==> config.mk <==
export PLATFORM = sky130hd
export DESIGN_NAME = adc_frame_rx
export DESIGN_NICKNAME = d
export VERILOG_FILES = /design/src/rtl/adc_frame_rx_pkg.sv /design/src/rtl/adc_frame_rx_sync.sv /design/src/rtl/adc_frame_rx_framer.sv /design/src/rtl/adc_frame_rx_lane.sv /design/src/rtl/adc_frame_rx.sv
export SDC_FILE = /design/constraint.sdc
export NUM_CORES = 1
export LEC_CHECK = 0
export BUFFER_PORTS_ARGS = -buffer_cell sky130_fd_sc_hd__clkbuf_2
export CAP_MARGIN = 20
export CORE_MARGIN = 8
export CORE_UTILIZATION = 57
export DETAILED_ROUTE_END_ITERATION = 12
export PLACE_DENSITY = 0.85
export REMOVE_ABC_BUFFERS = 1
export SLEW_MARGIN = 5
export SYNTH_ARGS = -nofsm -noshare
export SYNTH_HDL_FRONTEND = slang
export SYNTH_SLANG_ARGS = --single-unit
==> constraint.sdc <==
create_clock -name clk_i -period 3.5 [get_ports clk_i]
set_input_delay 1.05 -clock clk_i [delete_from_list [all_inputs] [get_ports clk_i]]
set_output_delay 1.05 -clock clk_i [all_outputs]
set_load 0.02 [all_outputs]
==> src/rtl/adc_frame_rx_pkg.sv <==
package adc_frame_rx_pkg;
  localparam int NUM_LANES     = 4;
  localparam int BITS_PER_WORD = 8;
  localparam int SYNC_STAGES   = 2;
endpackage

==> src/rtl/adc_frame_rx_sync.sv <==
module adc_frame_rx_sync #(
  parameter int STAGES = 2,
  parameter bit RST_VAL = 1'b1
) (
  input  logic clk_i,
  input  logic rst_ni,
  input  logic d_i,
  output logic q_o
);
  logic [STAGES-1:0] ff_q;

  always_ff @(posedge clk_i or negedge rst_ni) begin
    if (!rst_ni) ff_q <= {STAGES{RST_VAL}};
    else         ff_q <= {ff_q[STAGES-2:0], d_i};
  end

  assign q_o = ff_q[STAGES-1];
endmodule

==> src/rtl/adc_frame_rx_framer.sv <==
module adc_frame_rx_framer #(
  parameter int WORD_W = 8,
  localparam int CNT_W = $clog2(WORD_W)
) (
  input  logic clk_i,
  input  logic rst_ni,
  input  logic bit_en_i,
  input  logic frame_i,
  input  logic locked_i,
  input  logic err_clr_i,
  output logic capture_o,
  output logic last_o,
  output logic valid_o,
  output logic align_err_o
);
  logic             frame_q;
  logic             active_q;
  logic [CNT_W-1:0] cnt_q;
  logic             start;
  logic             align_set;

  // frame edge is judged slot to slot, not cycle to cycle
  assign start     = bit_en_i & frame_i & ~frame_q;
  assign capture_o = locked_i & bit_en_i & (start | active_q);
  assign last_o    = locked_i & bit_en_i & ~start & active_q &
                     (cnt_q == CNT_W'(WORD_W - 1));
  assign align_set = locked_i & start & active_q;

  always_ff @(posedge clk_i or negedge rst_ni) begin
    if (!rst_ni)       frame_q <= 1'b0;
    else if (bit_en_i) frame_q <= frame_i;
  end

  always_ff @(posedge clk_i or negedge rst_ni) begin
    if (!rst_ni) begin
      active_q <= 1'b0;
      cnt_q    <= '0;
    end else if (!locked_i) begin
      active_q <= 1'b0;
      cnt_q    <= '0;
    end else if (bit_en_i) begin
      if (start) begin
        active_q <= 1'b1;
        cnt_q    <= CNT_W'(1);
      end else if (active_q) begin
        if (cnt_q == CNT_W'(WORD_W - 1)) begin
          active_q <= 1'b0;
          cnt_q    <= '0;
        end else begin
          cnt_q <= cnt_q + CNT_W'(1);
        end
      end
    end
  end

  always_ff @(posedge clk_i or negedge rst_ni) begin
    if (!rst_ni) valid_o <= 1'b0;
    else         valid_o <= last_o;
  end

  always_ff @(posedge clk_i or negedge rst_ni) begin
    if (!rst_ni)        align_err_o <= 1'b0;
    else if (align_set) align_err_o <= 1'b1;
    else if (err_clr_i) align_err_o <= 1'b0;
  end
endmodule

==> src/rtl/adc_frame_rx_lane.sv <==
module adc_frame_rx_lane #(
  parameter int WORD_W = 8
) (
  input  logic              clk_i,
  input  logic              rst_ni,
  input  logic              bit_i,
  input  logic              capture_i,
  input  logic              last_i,
  input  logic              fmt_offset_i,
  output logic [WORD_W-1:0] word_o
);
  logic [WORD_W-1:0] sh_q;
  logic [WORD_W-1:0] nxt;

  assign nxt = {sh_q[WORD_W-2:0], bit_i};

  always_ff @(posedge clk_i or negedge rst_ni) begin
    if (!rst_ni)        sh_q <= '0;
    else if (capture_i) sh_q <= nxt;
  end

  always_ff @(posedge clk_i or negedge rst_ni) begin
    if (!rst_ni)     word_o <= '0;
    else if (last_i) word_o <= nxt ^ {fmt_offset_i, {(WORD_W-1){1'b0}}};
  end
endmodule

==> src/rtl/adc_frame_rx.sv <==
module adc_frame_rx
  import adc_frame_rx_pkg::*;
#(
  parameter int LANES  = NUM_LANES,
  parameter int WORD_W = BITS_PER_WORD,
  localparam int OUT_W = LANES * WORD_W
) (
  input  logic             clk_i,
  input  logic             rst_ni,
  input  logic             bit_en_i,
  input  logic [LANES-1:0] lane_i,
  input  logic             frame_i,
  input  logic             lock_ni,
  input  logic             fmt_offset_i,
  input  logic             err_clr_i,
  output logic [OUT_W-1:0] word_o,
  output logic             valid_o,
  output logic             align_err_o
);
  logic lock_n_sync;
  logic capture;
  logic last;

  adc_frame_rx_sync #(.STAGES(SYNC_STAGES), .RST_VAL(1'b1)) u_lock_sync (
    .clk_i (clk_i),
    .rst_ni(rst_ni),
    .d_i   (lock_ni),
    .q_o   (lock_n_sync)
  );

  adc_frame_rx_framer #(.WORD_W(WORD_W)) u_framer (
    .clk_i      (clk_i),
    .rst_ni     (rst_ni),
    .bit_en_i   (bit_en_i),
    .frame_i    (frame_i),
    .locked_i   (~lock_n_sync),
    .err_clr_i  (err_clr_i),
    .capture_o  (capture),
    .last_o     (last),
    .valid_o    (valid_o),
    .align_err_o(align_err_o)
  );

  for (genvar g = 0; g < LANES; g++) begin : g_lane
    adc_frame_rx_lane #(.WORD_W(WORD_W)) u_lane (
      .clk_i       (clk_i),
      .rst_ni      (rst_ni),
      .bit_i       (lane_i[g]),
      .capture_i   (capture),
      .last_i      (last),
      .fmt_offset_i(fmt_offset_i),
      .word_o      (word_o[g*WORD_W +: WORD_W])
    );
  end
endmodule

==> flow_summary.toml, run 1 <==
[cells_and_area]
nNetsFinal = 231
syn2layout_area_growth_pct = 14.4
antennaDiodeCount = 0
final_cell_mix = "dfrtp_1 (67), clkbuf_2 (43), mux2_2 (32), mux2_4 (29), clkbuf_8 (11)"
layoutNonFillerInstCount = 290
layout_commonest_cell = "dfrtp_1"
final_util = 0.682
drive_above_1_share = 0.578
fin_area_sq_mm = 0.00324

[global_routing]
grt-busiest-layer = "met2"
grt.met2_usage = 0.193
antenna_found_initial = 0
overflow = 0
grt_max_degree = 70
grt_pass1_vias = 1658
use_met3 = 0.0586
grt_use_met1 = 0.173
grt_pass1_wl_um = 7850
grt.total_usage = 0.136

[sta]
worst_pin_slew_ps = 1080
relSlewSlack = 0.283
fin_setup_tns_ps = 0
timing.final.crit_share = 0.727
skew_ps = 8.64
slew_violations = 0
hold_viol = 0
rsz0062_at_grt = "false"
max_freq_mhz = 393
worst_slack_ps = 956
whs_ps = 356
setup_viol_count_final = 0
period_minus_slack_ps = 2540

[clock_network]
insertion_delay_ps = 330
ctsHoldBuffers = 0
cts_buffer_depth = 2
clk_pin_slew_ps = 70
cts_setup_buffers = 0
root_buffer = "clkbuf_8"
cts_resized = 0
tritoncts = "done"
htreeDepth = 3
cts_sinks = 69
cts-buffers-inserted = 9

[yosys]
synth_cells = 168
yosysUniqueCellTypes = 27
yosysSeqAreaShare = 0.610
yosys_warnings = 0
ys_ff_latch = 69
synth.avg_cell_area_sq_um = 16.9
synth_area_sq_mm = 0.00284

[worst_setup_path]
critPathMaxStageDelay_ps = 820
cp-end-kind = "flop"
setup.worst_path.start_class = "input port"
crit_buf_inv = 2
critPathTopFamily = "compound AO/OA/AOI/OAI gates"
cp_max_fo = 22
slowest_stage = "o21ai_2"
cp.required_ps = 3710
path_cells = "clkbuf_2 -> nor2b_4 -> o21ai_2 -> buf_4 -> mux2_2"
arrival_ps = 2760
path_class = "in -> reg"

[drt]
drc = 0
routed_wl_um = 4580
drtIter0Drc = 64
drtPass1Iterations = 4
vias_per_cell = 5.10
wl_per_cell_um = 15.8
postRouteAntennaNets = 0
vias = 1480

[power_and_ir_drop]
leakage_nw = 1.75
vdd_drop_max_mv = 0.295
finalPower_mw = 1.84
powerDensity_mw_per_mm2 = 568

[floorplan]
fp-row-count = 25
die_x_um = 86.5
ios = 45
core-area_sq_mm = 0.00475
floorplan.initialDensity = 0.597
die_h_um = 86.5
fp.dieArea_sq_mm = 0.00749

[placed_design]
pre_cts_slack_ps = 608
place.gp.congestion = 0.755
placed_cell_area_sq_mm = 0.00307
place_hpwl_um = 3040
placedCellCount = 274
port_buffers = 44

[status]
status = "completed"

[run]
cap_viol_max_count = 0

[hold_path]
hold_path.class = "reg -> reg"
-- layer usage --
layer / wire [um] / vias up
li1: - / 688
met1: 2170 / 749
met2: 2050 / 38
met3: 286 / 5
met4: 71 / 0
met5: 0 / -
-- power breakdown --
group          internal (mW)  switching (mW)
logic                  0.136          0.0720
clock network          0.292           0.279
registers              0.950           0.113
-- Yosys cell counts --
master / instances / share of area
nand2b_1: 1 / 0.0022
dfstp_2: 2 / 0.019
or4b_2: 1 / 0.0035
buf_4: 1 / 0.0026
nor2b_1: 3 / 0.0066
nor2b_4: 1 / 0.0049
nand4_1: 1 / 0.0022
nand2_2: 1 / 0.0022
nor2_1: 1 / 0.0013
a21oi_1: 3 / 0.0053
xor2_1: 4 / 0.012
o21ai_2: 1 / 0.0031
a31oi_1: 2 / 0.0044
buf_2: 2 / 0.0035
o21ai_0: 1 / 0.0018
buf_12: 3 / 0.021
or4b_4: 1 / 0.0049
o32ai_1: 1 / 0.0031
ha_1: 2 / 0.0088
mux2_2: 32 / 0.13
dfrtp_1: 67 / 0.59
buf_6: 1 / 0.0040
nor3b_1: 1 / 0.0026
inv_1: 3 / 0.0040
a22oi_1: 1 / 0.0026
nand2_1: 2 / 0.0026
mux2_4: 29 / 0.15
-- cell families after synthesis --
logic type / share of synthesized area
flip-flops: 0.610
multiplexers: 0.281
buffers and inverters: 0.0353
AO/OA/AOI/OAI: 0.0203
XOR/XNOR: 0.0123
AND/OR/NAND/NOR: 0.0331
adder cells (fa/ha/maj): 0.00882
-- area by class of cell --
cell class | instances | area, sq um
repair buffers | 46 | 235
clock buffers | 12 | 155
flip-flops and latches | 69 | 1730
fillers | 373 | 1510
inverters | 3 | 11.3
multi-input cells | 89 | 1010
clock inverters | 4 | 22.5
well taps | 67 | 83.8
-- worst paths after layout --
check                               startpoint                          to  slack [ps]  depth (start not counted)
hold / removal             u_lock_sync.ff_q[0]         u_lock_sync.ff_q[1]         360                          0
min in group asynchronous               rst_ni           u_framer.cnt_q[2]         900                          2
max in group asynchronous               rst_ni  g_lane[2].u_lane.word_o[5]        2050                          2
hold reg to reg            u_lock_sync.ff_q[0]         u_lock_sync.ff_q[1]         360                          0
setup / recovery                       frame_i    g_lane[3].u_lane.sh_q[0]         960                          5
setup reg to reg             u_framer.active_q    g_lane[3].u_lane.sh_q[0]        1400                          3
-- flip-flops by register name (all words and copies together), names as in the netlist --
register,cells
g_lane.u_lane.word_o,32
u_framer.valid_o,1
u_framer.active_q,1
u_framer.cnt_q,3
u_framer.align_err_o,1
u_framer.frame_q,1
g_lane.u_lane.sh_q,28
u_lock_sync.ff_q,2
No activity file was read; power rests on OpenSTA's default activity.
==> inputs of run 2 (changes only) <==
--- a/config.mk
+++ b/config.mk
@@ -5,12 +5,13 @@
 export SDC_FILE = /design/constraint.sdc
 export NUM_CORES = 1
 export LEC_CHECK = 0
+export ABC_AREA = 1
 export BUFFER_PORTS_ARGS = -buffer_cell sky130_fd_sc_hd__clkbuf_2
 export CAP_MARGIN = 20
 export CORE_MARGIN = 8
-export CORE_UTILIZATION = 57
+export CORE_UTILIZATION = 55
 export DETAILED_ROUTE_END_ITERATION = 12
-export PLACE_DENSITY = 0.85
+export PLACE_DENSITY = 0.83
 export REMOVE_ABC_BUFFERS = 1
 export SLEW_MARGIN = 5
 export SYNTH_ARGS = -nofsm -noshare
==> constraint.sdc (replaced) <==
create_clock -name clk_i -period 2.4 [get_ports clk_i]
set_input_delay 0.72 -clock clk_i [delete_from_list [all_inputs] [get_ports clk_i]]
set_output_delay 0.72 -clock clk_i [all_outputs]
set_load 0.02 [all_outputs]
==> flow_summary.toml, run 2 <==
[yosys]
synthFlopType = "dfrtp_1"
synthTopCellsByCount = "nand2_1 (75), dfrtp_1 (67), inv_1 (37)"
synth_area_leaders = "dfrtp_1 (59%), nand2_1 (9.9%), o21ai_2 (6.2%), inv_1 (4.9%), buf_6 (4.4%)"
yosys_warnings = 0
synth_cells = 276
async_flop_share = 1.00
synth_area_sq_mm = 0.00284
synth_top_cell_by_area = "dfrtp_1"
yosysSeqAreaShare = 0.609
yosysUniqueCellTypes = 24
synth.avg_cell_area_sq_um = 10.3
ys_ff_latch = 69
synth_edf_count = 0
synthDominantCellAreaShare = 0.591
synth.most_common_cell = "nand2_1"

[clock_network]
root_buffer = "clkbuf_8"
cts_sinks = 69
cts_buffer_depth = 2
tritoncts = "done"
cts_resized = 0
htreeDepth = 3
cts-buffers-inserted = 9
clk_pin_slew_ps = 70
ctsHoldBuffers = 0
insertion_delay_ps = 340
cts_setup_buffers = 0

[drt]
vias_per_cell = 4.70
drtIter0Drc = 114
postRouteAntennaNets = 0
drtPass1Iterations = 4
wl_per_cell_um = 12.3
vias = 1855
routed_wl_um = 4880
drc = 0

[worst_setup_path]
reg2regPathDepth = 7
cp.required_ps = 2620
r2r_start = "u_framer.cnt_q[0]"
cp-end-kind = "flop"
setup.worst_path.start_class = "flop"
path_class = "reg -> reg"
cp_max_fo = 37
worst_r2r_endpoint = "g_lane[0].u_lane.word_o[4]"
arrival_ps = 1980
rrSetupSlack_ps = 640

[cells_and_area]
largest_reg_flops = 32
layout_commonest_cell = "nand2_1"
regMostFlops = "g_lane.u_lane.word_o"
drive_above_1_share = 0.277
syn2layout_area_growth_pct = 13.4
nNetsFinal = 333
top_regs = "g_lane.u_lane.word_o (32), g_lane.u_lane.sh_q (28), u_framer.cnt_q (3)"
antennaDiodeCount = 0
final_cell_mix = "nand2_1 (75), dfrtp_1 (67), clkbuf_2 (43), inv_1 (37), o21ai_0 (24)"
fin_area_sq_mm = 0.00322

[floorplan]
fp-row-count = 26
core-area_sq_mm = 0.00504
ios = 45
die_x_um = 87.8
die_h_um = 87.8
fp.dieArea_sq_mm = 0.00772
floorplan.initialDensity = 0.563

[global_routing]
grt.total_usage = 0.145
overflow = 0
antenna_found_initial = 0
grt_pass1_wl_um = 8410
grt_max_degree = 57
grt_pass1_vias = 1882

[sta]
hold_viol = 0
setup_viol_count_final = 0
rsz0062_at_grt = "false"
relSlewSlack = 0.626
slew_violations = 0
worst_pin_slew_ps = 560
skew_ps = 5.76
max_freq_mhz = 567
fin_setup_tns_ps = 0
timing.final.crit_share = 0.735
period_minus_slack_ps = 1760

[power_and_ir_drop]
p_int_mw = 1.89
clkPwrFrac = 0.295
p_switching_uw = 775
powerDensity_mw_per_mm2 = 827
vdd_drop_max_mv = 0.418
p_seq_frac = 0.545
switching_share = 0.291
leakage_nw = 1.66
finalPower_mw = 2.66
pwr-share-comb = 0.160

[hold_path]
min_to = "u_lock_sync.ff_q[1]"
worstHoldStart = "u_lock_sync.ff_q[0]"
hold_path_depth = 0
hold_path.class = "reg -> reg"

[placed_design]
placed_cell_area_sq_mm = 0.00306
port_buffers = 44
place.gp.congestion = 0.750
place_hpwl_um = 3320

[status]
status = "completed"

[run]
cap_viol_max_count = 0
## run 2: stage by stage
step / worst slack (ps) / instances / hold slack (ps) / utilization
after floorplan: 556 / 261 / 345 / -
after global placement: 486 / 379 / 346 / 0.607
after detailed placement: 407 / 379 / 347 / 0.607
after CTS: 614 / 395 / 363 / 0.638
after global routing: 458 / 395 / 369 / 0.638
final: 636 / 395 / 360 / 0.638
## run 2: power by group through the flow
stage | clock, mW | combinational [mW] | sequential (mW)
finish | 0.784 | 0.427 | 1.45
global route | 0.855 | 0.502 | 1.47
CTS | 0.811 | 0.439 | 1.45
detailed placement | 0 | 0.434 | 1.47
global placement | 0 | 0.414 | 1.46
floorplan | 0 | 0.336 | 1.45
## run 2: per-layer routing
layer  routed length [um]  global-route usage  vias up
met5                    0                   0        -
met3                  286              0.0507       11
met1                 2160               0.164      854
met4                  116              0.0906        0
met2                 2310               0.230       38
li1                     -                   -      952
## run 2: cells by family after synthesis
| family | count (synthesis) | share of synthesized area |
|---|---|---|
| and+or+nand+nor | 85 | 0.130 |
| xor gates and xnor gates | 4 | 0.0123 |
| buffers and inverters | 52 | 0.0996 |
| DFF | 69 | 0.609 |
| adders and majority gates | 2 | 0.00881 |
| AOI/OAI and AO/OA | 64 | 0.140 |
## run 2: worst max path at each step
stage	endpoint	startpoint	depth (start not counted)	slack, ps
finish	g_lane[0].u_lane.word_o[4]	u_framer.cnt_q[0]	7	640
global route	g_lane[2].u_lane.word_o[1]	u_framer.cnt_q[0]	7	460
CTS	g_lane[0].u_lane.word_o[4]	u_framer.cnt_q[0]	6	610
detailed placement	g_lane[0].u_lane.word_o[4]	bit_en_i	5	410
global placement	g_lane[1].u_lane.word_o[5]	bit_en_i	6	490
floorplan	g_lane[0].u_lane.sh_q[6]	frame_i	5	560
## run 2: layout make-up
| class | count | area (sq um) |
|---|---|---|
| Multi-Input combinational cell | 155 | 827 |
| Timing Repair Buffer | 48 | 278 |
| Tap cell | 70 | 87.6 |
| Clock buffer | 11 | 131 |
| Inverter | 37 | 139 |
| Clock inverter | 5 | 27.5 |
| Sequential cell | 69 | 1730 |
| Fill cell | 429 | 1820 |
## run 2: worst max-delay path: stages, from the launching register on
cell and delay, ps:
dfrtp_1 380, ha_1 160, ha_1 190, nand2_1 60, nand3b_4 380, buf_4 310, nand2_1 60, o21ai_0 80
==> inputs of run 3 (changes only) <==
==> constraint.sdc (replaced) <==
create_clock -name clk_i -period 1.84 [get_ports clk_i]
set_input_delay 0.552 -clock clk_i [delete_from_list [all_inputs] [get_ports clk_i]]
set_output_delay 0.552 -clock clk_i [all_outputs]
set_load 0.02 [all_outputs]
==> flow_summary.toml, run 3 (synthesis gave the netlist of run 2 again) <==
[cells_and_area]
final_util = 0.647
nNetsFinal = 333
antennaDiodeCount = 0
fill_cells = 426
largest_reg_flops = 32
syn2layout_area_growth_pct = 14.9
layout_commonest_cell = "nand2_1"
regMostFlops = "g_lane.u_lane.word_o"
final_cell_mix = "nand2_1 (75), dfrtp_1 (67), clkbuf_2 (43), inv_1 (37), o21ai_0 (24)"
top_regs = "g_lane.u_lane.word_o (32), g_lane.u_lane.sh_q (28), u_framer.cnt_q (3)"
drive_above_1_share = 0.280
layoutNonFillerInstCount = 395

[global_routing]
grt_pass1_vias = 1726
overflow = 0
grt_pass1_wl_um = 7710
grt.total_usage = 0.129
grt_max_degree = 57
antenna_found_initial = 0

[placed_design]
place.gp.congestion = 0.713
pre_cts_slack_ps = 198
place_hpwl_um = 3140
placedCellCount = 379
port_buffers = 44

[sta]
timing.final.crit_share = 0.888
skew_ps = 3.65
worst_slack_ps = 206
fin_setup_tns_ps = 0
rsz0062_at_grt = "false"
max_freq_mhz = 612
setup_viol_count_final = 0
slew_violations = 0
worst_pin_slew_ps = 370
relSlewSlack = 0.753
hold_viol = 0
period_minus_slack_ps = 1630

[drt]
vias_per_cell = 4.64
routed_wl_um = 4560
vias = 1832
postRouteAntennaNets = 0
drtPass1Iterations = 4
drc = 0
wl_per_cell_um = 11.6
drtIter0Drc = 55

[hold_path]
hold_path.class = "in -> async"

[status]
status = "completed"

[floorplan]
fp-row-count = 26
core-area_sq_mm = 0.00504
die_h_um = 87.8
ios = 45
floorplan.initialDensity = 0.563
die_x_um = 87.8
fp.dieArea_sq_mm = 0.00772

[worst_setup_path]
slowest_stage = "dfrtp_1"
setup.worst_path.start_class = "flop"
critPathMaxStageDelay_ps = 380
path_class = "reg -> reg"
cp-end-kind = "flop"
reg2regPathDepth = 7
arrival_ps = 1840
cp.required_ps = 2050
path_cells = "ha_1 -> ha_1 -> nand2_1 -> nand3b_4 -> buf_12 -> nand2_1 -> o21ai_0"
cp_max_fo = 26

[clock_network]
clk_pin_slew_ps = 70
cts-buffers-inserted = 9
ctsHoldBuffers = 0
cts_sinks = 69
cts_buffer_depth = 2
insertion_delay_ps = 330
cts_setup_buffers = 0
htreeDepth = 3
cts_resized = 0
tritoncts = "done"
root_buffer = "clkbuf_8"

[run]
cap_viol_max_count = 0

[power_and_ir_drop]
powerDensity_mw_per_mm2 = 1080
vdd_drop_max_mv = 0.581
leakage_nw = 1.68
## run 3: cell types whose count changed in the layout (fill, tap and decap cells not counted)
cell,before,now
clkinv_2,4,3
clkbuf_8,9,11
buf_12,2,4
clkbuf_1,2,1
buf_4,3,1
## run 3: worst max-delay path: cells and delay by family, from the launching register on
kind	cells	cell delay (ps)
AND/OR/NAND/NOR	3	420
flip-flops	1	380
AO/OA/AOI/OAI	1	80
adder cells (fa/ha/maj)	2	380
buffers and inverters	1	250
## run 3: final timing paths
kind                                           from                          to  slack, ps
worst min register to register  u_lock_sync.ff_q[0]         u_lock_sync.ff_q[1]        370
min in group clk_i                          lock_ni         u_lock_sync.ff_q[0]        300
worst min-delay path                         rst_ni           u_framer.cnt_q[1]        140
max in group asynchronous                    rst_ni    g_lane[2].u_lane.sh_q[3]       1180
worst max register to register    u_framer.cnt_q[0]  g_lane[2].u_lane.word_o[2]        210
worst max-delay path              u_framer.cnt_q[0]  g_lane[2].u_lane.word_o[2]        210
## run 3: stage by stage
step | instance area (sq um) | power, mW | hold WS, ps
after floorplan | 2700 | 2.33 | 256
after global placement | 3090 | 2.44 | 348
after detailed placement | 3090 | 2.48 | 354
after CTS | 3260 | 3.57 | 137
after global routing | 3260 | 3.72 | 156
final | 3260 | 3.52 | 138
## run 3: layout make-up
type	count	area [sq um]	area share
Multi-Input combinational cell	155	827	0.253
Clock inverter	4	22.5	0.00690
Sequential cell	69	1730	0.530
Clock buffer	12	155	0.0475
Tap cell	70	87.6	0.0268
Timing Repair Buffer	48	303	0.0928
Inverter	37	139	0.0426
## run 3: layer usage
metal	wire, um	track usage
met1	2190	0.160
met2	1980	0.192
met3	341	0.0544
met4	54	0.0516
met5	0	0
## run 3: report_power, final
part	switching [mW]	leakage, nW	internal, mW
combinational	0.327	0.666	0.219
clock	0.526	0.0921	0.556
sequential	0.127	0.923	1.76
